<file path="config.mk">
export PLATFORM = sky130hd
export DESIGN_NAME = fpstat_accum
export DESIGN_NICKNAME = d
export VERILOG_FILES = /design/src/rtl/fpstat_pkg.sv /design/src/rtl/fpstat_merge.sv /design/src/rtl/fpstat_summary.sv /design/src/rtl/fpstat_accum.sv
export SDC_FILE = /design/constraint.sdc
export NUM_CORES = 1
export LEC_CHECK = 0
export CORE_MARGIN = 2
export CORE_UTILIZATION = 35
export DETAILED_ROUTE_END_ITERATION = 10
export DONT_BUFFER_PORTS = 1
export PLACE_DENSITY = 0.59
export RECOVER_POWER = 25
export SLEW_MARGIN = 25
export SYNTH_ARGS = -nofsm -noshare
export SYNTH_HDL_FRONTEND = slang
export SYNTH_HIERARCHICAL = 1
export SYNTH_SLANG_ARGS = --single-unit
</file>
<file path="constraint.sdc">
create_clock -name clk_i -period 2.85 [get_ports clk_i]
set_input_delay 0.7125 -clock clk_i [delete_from_list [all_inputs] [get_ports clk_i]]
set_output_delay 0.7125 -clock clk_i [all_outputs]
set_load 0.03 [all_outputs]
</file>
<file path="src/rtl/fpstat_pkg.sv">
package fpstat_pkg;
  localparam int unsigned STAT_W = 32;
  localparam int unsigned NFLAG  = 14;
  localparam int unsigned NENA   = 5;

  localparam int unsigned FX_B  = 31;
  localparam int unsigned FEX_B = 30;
  localparam int unsigned VX_B  = 29;
  localparam int unsigned ENA_LO = 3;   // XE..VE at 3..7
  localparam int unsigned EXC_LO = 25;  // XX..VX at 25..29

  localparam logic [STAT_W-1:0] VX_SUB_MASK = 32'h01F8_0700;
  localparam logic [STAT_W-1:0] STICKY_MASK = 32'hBFF8_0700;

  // status bit position for each incoming flag index
  function automatic int unsigned flag_pos(input int unsigned i);
    case (i)
      0: flag_pos = 28;
      1: flag_pos = 27;
      2: flag_pos = 26;
      3: flag_pos = 25;
      4: flag_pos = 29;
      11: flag_pos = 10;
      12: flag_pos = 9;
      13: flag_pos = 8;
      default: flag_pos = 29 - i; // 5..10 -> 24..19
    endcase
  endfunction
endpackage

</file>
<file path="src/rtl/fpstat_merge.sv">
module fpstat_merge
  import fpstat_pkg::*;
#(
  parameter int unsigned NF = NFLAG
) (
  input  logic [STAT_W-1:0] stat_i,
  input  logic [NF-1:0]     flags_i,
  output logic [STAT_W-1:0] merged_o
);
  logic [STAT_W-1:0] hit;

  always_comb begin
    hit = '0;
    for (int unsigned i = 0; i < NF; i++) begin
      hit[flag_pos(i)] = hit[flag_pos(i)] | flags_i[i];
    end
    hit[FX_B] = |flags_i;
  end

  always_comb begin
    merged_o = stat_i | hit;
    if (|(merged_o & VX_SUB_MASK)) merged_o[VX_B] = 1'b1;
  end
endmodule

</file>
<file path="src/rtl/fpstat_summary.sv">
module fpstat_summary
  import fpstat_pkg::*;
#(
  parameter int unsigned NE = NENA
) (
  input  logic [STAT_W-1:0] stat_i,
  output logic              fex_o
);
  logic [NE-1:0] exc, ena;

  assign exc   = stat_i[EXC_LO +: NE];
  assign ena   = stat_i[ENA_LO +: NE];
  assign fex_o = |(exc & ena);
endmodule

</file>
<file path="src/rtl/fpstat_accum.sv">
module fpstat_accum
  import fpstat_pkg::*;
#(
  parameter int unsigned NF = NFLAG
) (
  input  logic              clk_i,
  input  logic              rst_ni,
  input  logic              flags_valid_i,
  input  logic [NF-1:0]     flags_i,
  input  logic              record_i,
  input  logic              upd_req_i,
  input  logic              wr_en_i,
  input  logic [STAT_W-1:0] wr_data_i,
  output logic [STAT_W-1:0] stat_o,
  output logic              trap_o,
  output logic              cr_we_o,
  output logic [3:0]        cr_field_o,
  output logic              upd_we_o
);
  logic [STAT_W-1:0] stat_q, merged;
  logic              fex_new, trap_q, cr_we_q, upd_we_q;
  logic [3:0]        cr_field_q;
  logic              evt;

  assign evt = flags_valid_i & ~wr_en_i;

  fpstat_merge #(.NF(NF)) u_merge (
    .stat_i   (stat_q),
    .flags_i  (flags_i),
    .merged_o (merged)
  );

  fpstat_summary #(.NE(NENA)) u_summary (
    .stat_i (merged),
    .fex_o  (fex_new)
  );

  always_ff @(posedge clk_i or negedge rst_ni) begin
    if (!rst_ni) begin
      stat_q     <= '0;
      trap_q     <= 1'b0;
      cr_we_q    <= 1'b0;
      cr_field_q <= '0;
      upd_we_q   <= 1'b0;
    end else begin
      trap_q   <= 1'b0;
      cr_we_q  <= 1'b0;
      upd_we_q <= 1'b0;
      if (wr_en_i) begin
        stat_q <= wr_data_i;
      end else if (flags_valid_i) begin
        stat_q          <= merged;
        stat_q[FEX_B]   <= fex_new;
        trap_q          <= fex_new;
        cr_we_q         <= record_i;
        upd_we_q        <= upd_req_i & ~fex_new;
        // copy taken from the pre-merge value
        if (record_i) cr_field_q <= stat_q[STAT_W-1 -: 4];
      end
    end
  end

  assign stat_o     = stat_q;
  assign trap_o     = trap_q;
  assign cr_we_o    = cr_we_q;
  assign cr_field_o = cr_field_q;
  assign upd_we_o   = upd_we_q;

  a_r2_fx_set: assert property (@(posedge clk_i) disable iff (!rst_ni)
    (evt && flags_i != '0) |=> stat_q[FX_B]);
  a_r2_fx_hold: assert property (@(posedge clk_i) disable iff (!rst_ni)
    (evt && flags_i == '0) |=> stat_q[FX_B] == $past(stat_q[FX_B]));
  a_r3_sticky: assert property (@(posedge clk_i) disable iff (!rst_ni)
    evt |=> ((stat_q & $past(stat_q) & STICKY_MASK) == ($past(stat_q) & STICKY_MASK)));
  a_r4_vx: assert property (@(posedge clk_i) disable iff (!rst_ni)
    evt |=> (!(|(stat_q & VX_SUB_MASK)) || stat_q[VX_B]));
  a_r5_trap_fex: assert property (@(posedge clk_i) disable iff (!rst_ni)
    trap_o |-> stat_q[FEX_B]);
  a_r6_no_upd_on_trap: assert property (@(posedge clk_i) disable iff (!rst_ni)
    upd_we_o |-> !trap_o);
  a_r8_write: assert property (@(posedge clk_i) disable iff (!rst_ni)
    wr_en_i |=> (stat_q == $past(wr_data_i)) && !trap_o && !cr_we_o && !upd_we_o);
endmodule

</file>
==> results of run 1 <==
==> worst max-delay path, cell delays in order <==
cell	delay, ns
or4_1	0.50
or4_1	0.50
or4_1	0.51
a222oi_1	0.26
nand2_1	0.13
mux2i_1	0.16
o21ai_1	0.08
==> sequential cells by signal, summed over array words and instances, names as in the netlist <==
| name | count |
|---|---|
| upd_we_o | 1 |
| cr_field_o | 4 |
| cr_we_o | 1 |
| stat_o | 32 |
| trap_o | 1 |
==> path summary, 6_finish.rpt <==
kind                       cells after the start         end  startpoint
min in group clk_i                             1  stat_o[24]     wr_en_i
setup reg to reg                               7  stat_o[30]  stat_o[22]
hold reg to reg                                3  stat_o[10]  stat_o[10]
setup / recovery                               7  stat_o[30]  flags_i[7]
max in group asynchronous                      0  stat_o[14]      rst_ni
hold / removal                                 0   stat_o[0]      rst_ni
==> cells in the final DEF (no fill, tap or decap) <==
master / instances
mux2_4: 4
mux2i_1: 32
or4_1: 4
and3b_1: 1
or2_2: 14
clkbuf_8: 6
nor4_1: 3
and4bb_2: 1
nand3b_4: 1
o21ai_0: 4
inv_1: 1
buf_4: 6
nand4_1: 1
nor3_1: 1
a222oi_1: 1
o21ai_1: 28
nand2_1: 33
bufinv_16: 1
dfrtp_1: 39
a22oi_1: 1
clkinv_2: 1
==> power groups by stage <==
stage               Sequential [mW]  Clock, mW  Combinational, mW
global placement              0.787          0              0.157
floorplan                     0.789          0              0.172
CTS                           0.777      0.499              0.162
detailed placement            0.788          0              0.162
finish                        0.775      0.478              0.160
global route                  0.785      0.526              0.178
==> layout make-up <==
type	count	share of cell area, %
well taps	72	4.28
clock inverters	2	1.67
repair buffers	6	2.14
multi-input cells	129	41.4
clock buffers	6	3.93
flip-flops and latches	39	46.4
inverters	1	0.178
==> per-layer routing <==
layer  part of all wire [%]  global-route usage, %
met2                     48                   24.2
met5                      0                      0
met1                     43                   18.3
met4                    1.1                   6.10
met3                    8.0                   4.49
==> metrics by stage <==
| step | util [%] | power, mW | cell area (um2) | hold WS (ns) | instances |
|---|---|---|---|---|---|
| 2_1_floorplan | - | 0.961 | 2060 | 0.417 | 196 |
| 4_1_cts | 37.5 | 1.44 | 2100 | 0.0945 | 255 |
| 3_3_place_gp | 35.4 | 0.944 | 1990 | 0.418 | 247 |
| 3_5_place_dp | 35.4 | 0.950 | 1990 | 0.418 | 247 |
| 5_1_grt | 37.5 | 1.49 | 2100 | 0.0791 | 255 |
| 6_report | 37.5 | 1.41 | 2100 | 0.112 | 255 |
==> impl_metrics.toml, run 1 <==
[clock_network]
clkSlewWorstSetupHoldPaths_ns = 0.08
hold_buffers = 0
cts_setup_buffers = 0
cts_resized = 0
cts_max_path_buffers = 2
cts-htree-levels = 2
cts_buffers = 5
clock-sinks = 39
cts_tree = "done"
insertion_delay_ns = 0.29
root_buffer = "clkbuf_8"

[route]
dr.pass1.iters = 4
viasPerCell = 5.09
drc_errors = 0
via_count = 1298
ant_nets = 0
wire_per_inst_um = 18.1
postRouteWirelength_mm = 4.62
first_iter_violations = 147

[synthesis]
syn-num-nets = 248
yosys_warnings = 6
syn_inst = 196
postSynthAreaPerCell_um2 = 10.5
synth_area_um2 = 2060

[layout]
n_antenna_cell = 0
multi_input_area_um2 = 871
finalNetCount = 234
synthToLayoutAreaGrowth_pct = 2.13
seq_area_um2 = 976
n_fill_cell = 574
layout-drive-gt1-share_pct = 18.6

[sta]
worst_slack_ns = 0.175
hold_viol = 0
fin_skew_ns = 0.00408
setup_viol = 0
tightest_slew_ns = 0.411
min_period_ns = 2.67
drv_slew = 0
fin_tns_setup_ns = 0
max_slew_margin_pct = 72.6
rsz0062_at_grt = "no"
finalCritPeriodShare_pct = 93.8
fmax_mhz = 374

[setup_path]
crit_required_ns = 3.03
r2r_slack_ns = 0.20
worst_setup_path_end_kind = "flop"
cp-start-kind = "input port"
worstSetupPathType = "input port to flop"
crit_fanout = 3
arrival_ns = 2.85

[hold_path]
hold_path.class = "input port to asynchronous set/reset pin"

[grt]
grt_start_max_net_pins = 68
track_usage_pct = 14.8
antenna_found_initial = 0
grt_pass1_vias = 1300
grt-ovfl-total = 0
grt_pass1_wl_mm = 7.00

[placement]
dp_hpwl_mm = 3.29
gp_congestion = 0.705
place_ws_ns = -0.127
port_buffers = 0

[run_status]
status = "complete, no violations"

[floorplanning]
die_w_um = 80.7
start_util_pct = 36.7
core_area_um2 = 5610
die_h_um = 80.7
ioPinCount = 91
row_count = 27
dieArea_um2 = 6510

[power]
p_comb_share_pct = 11.3
power.leakage_nw = 0.980
p_per_area_nw_per_um2 = 672
pwr-share-seq_pct = 54.8
power.share.clock_pct = 33.8
switching_share_pct = 30.3
cell_internal_pwr_mw = 0.986
switchingPower_mw = 0.428
vdd_drop_max_v = 0.000261

[flow_run]
maxCapViolCount = 0
Note: power is estimated with default switching activity, not from simulation.
==> run 2: changes to the inputs <==
- CORE_MARGIN: 2 -> 10
- CTS_BUF_LIST: unset -> sky130_fd_sc_hd__clkbuf_4 sky130_fd_sc_hd__clkbuf_8
==> run 2 against run 1 <==
  * Worst setup slack worse by 0.042 ns
  * Hold slack worse by 0.0052 ns
  * Final cell count unchanged
  * Non-clock buffer count unchanged
  * Clock power down 21%
  * Clock-buffer cell count unchanged
  * Final area down 1.4%
  * Sequential power about the same
  * Utilization down 0.51 points
  * Combinational power about the same
  * Via count up 2.2%
  * Critical endpoint is now upd_we_o
  * Highest routed layer unchanged
==> impl_metrics.toml, run 2 (synthesis results as in run 1) <==
[run_status]
status = "complete, no violations"

[sta]
hold_viol = 0
rsz0062_at_grt = "no"
drv_slew = 0
tightest_slew_ns = 0.452
max_slew_margin_pct = 69.6
fin_tns_setup_ns = 0
finalCritPeriodShare_pct = 95.3
fmax_mhz = 368
setup_viol = 0
fin_skew_ns = 0.00412
min_period_ns = 2.72
worst_slack_ns = 0.134

[floorplanning]
dieArea_um2 = 9350
row_count = 27
die_w_um = 96.7
die_h_um = 96.7
core_area_um2 = 5610
start_util_pct = 36.7
ioPinCount = 91

[clock_network]
cts_resized = 0
clock-sinks = 39
hold_buffers = 0
cts_max_path_buffers = 2
cts_tree = "done"
insertion_delay_ns = 0.29
root_buffer = "clkbuf_8"
cts_setup_buffers = 0
clkSlewWorstSetupHoldPaths_ns = 0.08
cts_buffers = 5
cts-htree-levels = 2

[route]
first_iter_violations = 82
via_count = 1326
ant_nets = 0
dr.pass1.iters = 4
drc_errors = 0
wire_per_inst_um = 21.0
viasPerCell = 5.20
postRouteWirelength_mm = 5.36

[power]
finalPower_mw = 1.32
p_per_area_nw_per_um2 = 635
power.leakage_nw = 0.964
vdd_drop_max_v = 0.000233

[setup_path]
r2r-start = "stat_o[22]"
worst_setup_path_end_kind = "flop"
cp-startpoint = "flags_i[7]"
critPathSlowestCell = "or4_1"
r2r_slack_ns = 0.16
max_stage_delay_ns = 0.52
arrival_ns = 2.95
cp_common_cell = "or4_1"
rr_endpoint = "upd_we_o"
r2r.worst_path.cells = 6
crit_fanout = 3
crit_chain = "or4_1 > or4_1 > or4_1 > a222oi_1 > nand2_1 > and4bb_2"
cp-start-kind = "input port"
worstSetupPathType = "input port to flop"
crit_required_ns = 3.08

[grt]
track_usage_pct = 11.2
grt-ovfl-total = 0
antenna_found_initial = 0
grt_pass1_vias = 1417
grt_start_max_net_pins = 68
grt_pass1_wl_mm = 8.35

[placement]
port_buffers = 0
place_ws_ns = -0.138
dp_hpwl_mm = 4.04
gp_congestion = 0.772

[layout]
finalNetCount = 234
mostFrequentLayoutCells = "dfrtp_1 (39), nand2_1 (33), mux2i_1 (32)"
layout-drive-gt1-share_pct = 18.6
largest_register_ff_count = 32
synthToLayoutAreaGrowth_pct = 0.729
final_common_cell = "dfrtp_1"
final_util_pct = 37.0
seq_area_um2 = 976
n_fill_cell = 592
multi_input_area_um2 = 871
n_antenna_cell = 0

[hold_path]
hold_path.class = "input port to asynchronous set/reset pin"

[flow_run]
maxCapViolCount = 0
[run 2: cell count changes in the layout (fill, tap and decap cells not counted)]
cell,previous run,this run
bufinv_16,1,0
clkbuf_8,6,5
clkbuf_4,0,1
clkinvlp_4,0,1
[run 2: area by class of cell]
class | instances | area share [%]
clock buffer | 6 | 3.68
timing repair buffer | 6 | 2.17
clock inverter | 2 | 0.603
inverter | 1 | 0.181
sequential | 39 | 47.0
multi-input combinational | 129 | 42.0
tap | 72 | 4.34
[run 2: worst max-delay path: cells and delay by family]
family | cells | cell delay, ns
and+or+nand+nor | 5 | 1.96
AOI/OAI and AO/OA | 1 | 0.27
[run 2: layer usage]
| metal | global-route usage, % | vias up | share of wire [%] |
|---|---|---|---|
| met5 | 0 | - | 0 |
| met4 | 3.72 | 0 | 1.4 |
| met3 | 6.10 | 5 | 12 |
| met2 | 17.6 | 61 | 47 |
| met1 | 12.7 | 624 | 39 |
| li1 | - | 636 | - |
[run 2: power breakdown]
group	total, mW	leakage [nW]	internal [mW]	switching [mW]
registers	0.778	0.470	0.613	0.166
logic	0.160	0.449	0.0896	0.0705
clock network	0.379	0.0446	0.181	0.199
total	1.32	0.964	0.883	0.435
[run 2: worst max path at each step]
stage	end	slack (ns)	cells after the start
after floorplan	upd_we_o	0.04	6
final	upd_we_o	0.13	6
after global routing	upd_we_o	0.01	6
after global placement	upd_we_o	-0.11	6
after detailed placement	upd_we_o	-0.14	6
after CTS	upd_we_o	0.17	6
[run 2: through the flow]
step / instance area, um2 / std cells / hold WS (ns)
after CTS: 2070 / 255 / 0.0954
after detailed placement: 1990 / 247 / 0.419
final: 2070 / 255 / 0.106
after global placement: 1990 / 247 / 0.418
after global routing: 2070 / 255 / 0.0773
after floorplan: 2060 / 196 / 0.417
==> run 3: changes to the inputs <==
- CAP_MARGIN: unset -> 30
- CORE_UTILIZATION: 35 -> 60
- PLACE_DENSITY: 0.59 -> 0.86
==> run 3 against run 2 <==
  * Flip-flop and latch count stayed put
  * Die area down 34%
  * Clock skew grew 0.0055 ns
  * Clock power decreased by 13%
  * Critical path depth did not move
  * Sequential power hardly changed
  * Sequential share of layout area up 1.1 points
  * Utilization rose by 24 points
  * Global-route usage increased by 5.5 points
  * Worst setup slack improved by 0.028 ns
  * Via count grew 4.0%
  * Combinational power is 2% higher
  * Critical endpoint unchanged
  * Largest cell class unchanged
==> impl_metrics.toml, run 3 (synthesis results as in run 1) <==
[setup_path]
cp-start-kind = "flop"
arrival_ns = 2.97
worstSetupPathType = "flop to flop"
crit_required_ns = 3.13
crit_fanout = 3
worst_setup_path_end_kind = "flop"

[sta]
hold_viol = 0
fin_skew_ns = 0.00962
fin_tns_setup_ns = 0
tightest_slew_ns = 0.431
min_period_ns = 2.69
fmax_mhz = 372
rsz0062_at_grt = "no"
drv_slew = 0
max_slew_margin_pct = 71.3
setup_viol = 0
finalCritPeriodShare_pct = 94.3

[grt]
grt_start_max_net_pins = 68
antenna_found_initial = 0
grt-ovfl-total = 0
grt_pass1_vias = 1450
grt_pass1_wl_mm = 8.00
track_usage_pct = 16.7

[power]
vdd_drop_max_v = 0.000404
power.leakage_nw = 0.961
p_per_area_nw_per_um2 = 628

[layout]
n_antenna_cell = 0
multi_input_area_um2 = 871
final_common_cell = "dfrtp_1"
largest_register_ff_count = 32
synthToLayoutAreaGrowth_pct = -1.64
seq_area_um2 = 976
n_fill_cell = 309
finalNonFillerCells = 229
finalNetCount = 234
design_area_um2 = 2030
layout-drive-gt1-share_pct = 18.6
mostFrequentLayoutCells = "dfrtp_1 (39), nand2_1 (33), mux2i_1 (32)"

[clock_network]
cts_max_path_buffers = 2
cts_setup_buffers = 0
insertion_delay_ns = 0.34
cts_resized = 0
clkSlewWorstSetupHoldPaths_ns = 0.12
hold_buffers = 0
cts-htree-levels = 2
cts_tree = "done"
root_buffer = "clkbuf_4"
clock-sinks = 39
cts_buffers = 5

[placement]
dp_hpwl_mm = 3.96
gp_congestion = 0.723
dp_cells = 221
port_buffers = 0
dpl_cell_area_um2 = 1950

[floorplanning]
die_h_um = 78.6
start_util_pct = 61.7
core_area_um2 = 3340
die_w_um = 78.6
dieArea_um2 = 6180
ioPinCount = 91
row_count = 21

[route]
drc_errors = 0
dr.pass1.iters = 6
first_iter_violations = 123
postRouteWirelength_mm = 5.14
via_count = 1379
viasPerCell = 6.02
wire_per_inst_um = 22.4
ant_nets = 0

[flow_run]
maxCapViolCount = 0

[hold_path]
hold_path.class = "input port to asynchronous set/reset pin"

[run_status]
status = "complete, no violations"
-- run 3: cell types whose count changed in the layout (fill, tap and decap cells not counted), sizes merged --
cell	delta
clkinvlp	-1
clkinv	-1
clkbuf	+2
-- run 3: path summary, 6_finish.rpt --
kind                       cells past startpoint        from            end  slack, ns
min                                            0      rst_ni  cr_field_o[0]       0.04
max                                            6  stat_o[22]       upd_we_o       0.16
max in group asynchronous                      0      rst_ni      stat_o[8]       2.71
min reg2reg                                    3  stat_o[10]     stat_o[10]       0.69
max reg2reg                                    6  stat_o[22]       upd_we_o       0.16
min in group clk_i                             1     wr_en_i     stat_o[23]       0.45
-- run 3: layout make-up --
class | count | area share [%]
Tap cell | 46 | 2.84
Clock buffer | 8 | 3.58
Inverter | 1 | 0.185
Timing Repair Buffer | 6 | 2.22
Sequential cell | 39 | 48.2
Multi-Input combinational cell | 129 | 43.0
-- run 3: per-layer routing --
metal  up-vias  GRT usage (%)  routed length (um)
met5         -              0                   0
met4         0           8.06                 193
met3        17           11.0                 736
met2        78           27.5                2490
met1       648           15.7                1720
li1        636              -                   -
-- run 3: through the flow --
stage	setup slack [ns]	total power, mW	hold slack [ns]	util, %
2_1_floorplan	0.0404	0.961	0.417	-
3_3_place_gp	-0.0484	0.946	0.418	58.5
3_5_place_dp	-0.124	0.958	0.418	58.5
4_1_cts	0.187	1.29	0.0340	60.7
5_1_grt	0.0889	1.34	0.00615	60.7
6_report	0.161	1.27	0.0439	60.7
-- run 3: report_power, final --
| part | internal [mW] | total, mW | switching [mW] |
|---|---|---|---|
| registers | 0.613 | 0.780 | 0.167 |
| logic | 0.0898 | 0.164 | 0.0743 |
| clock network | 0.155 | 0.328 | 0.173 |
| total | 0.857 | 1.27 | 0.414 |
-- run 3: worst max-delay path, cell delays in order (launching register included) --
cell,delay [ns]
dfrtp_1,0.39
or4_1,0.53
or4_1,0.50
or4_1,0.51
a222oi_1,0.27
nand2_1,0.13
and4bb_2,0.30
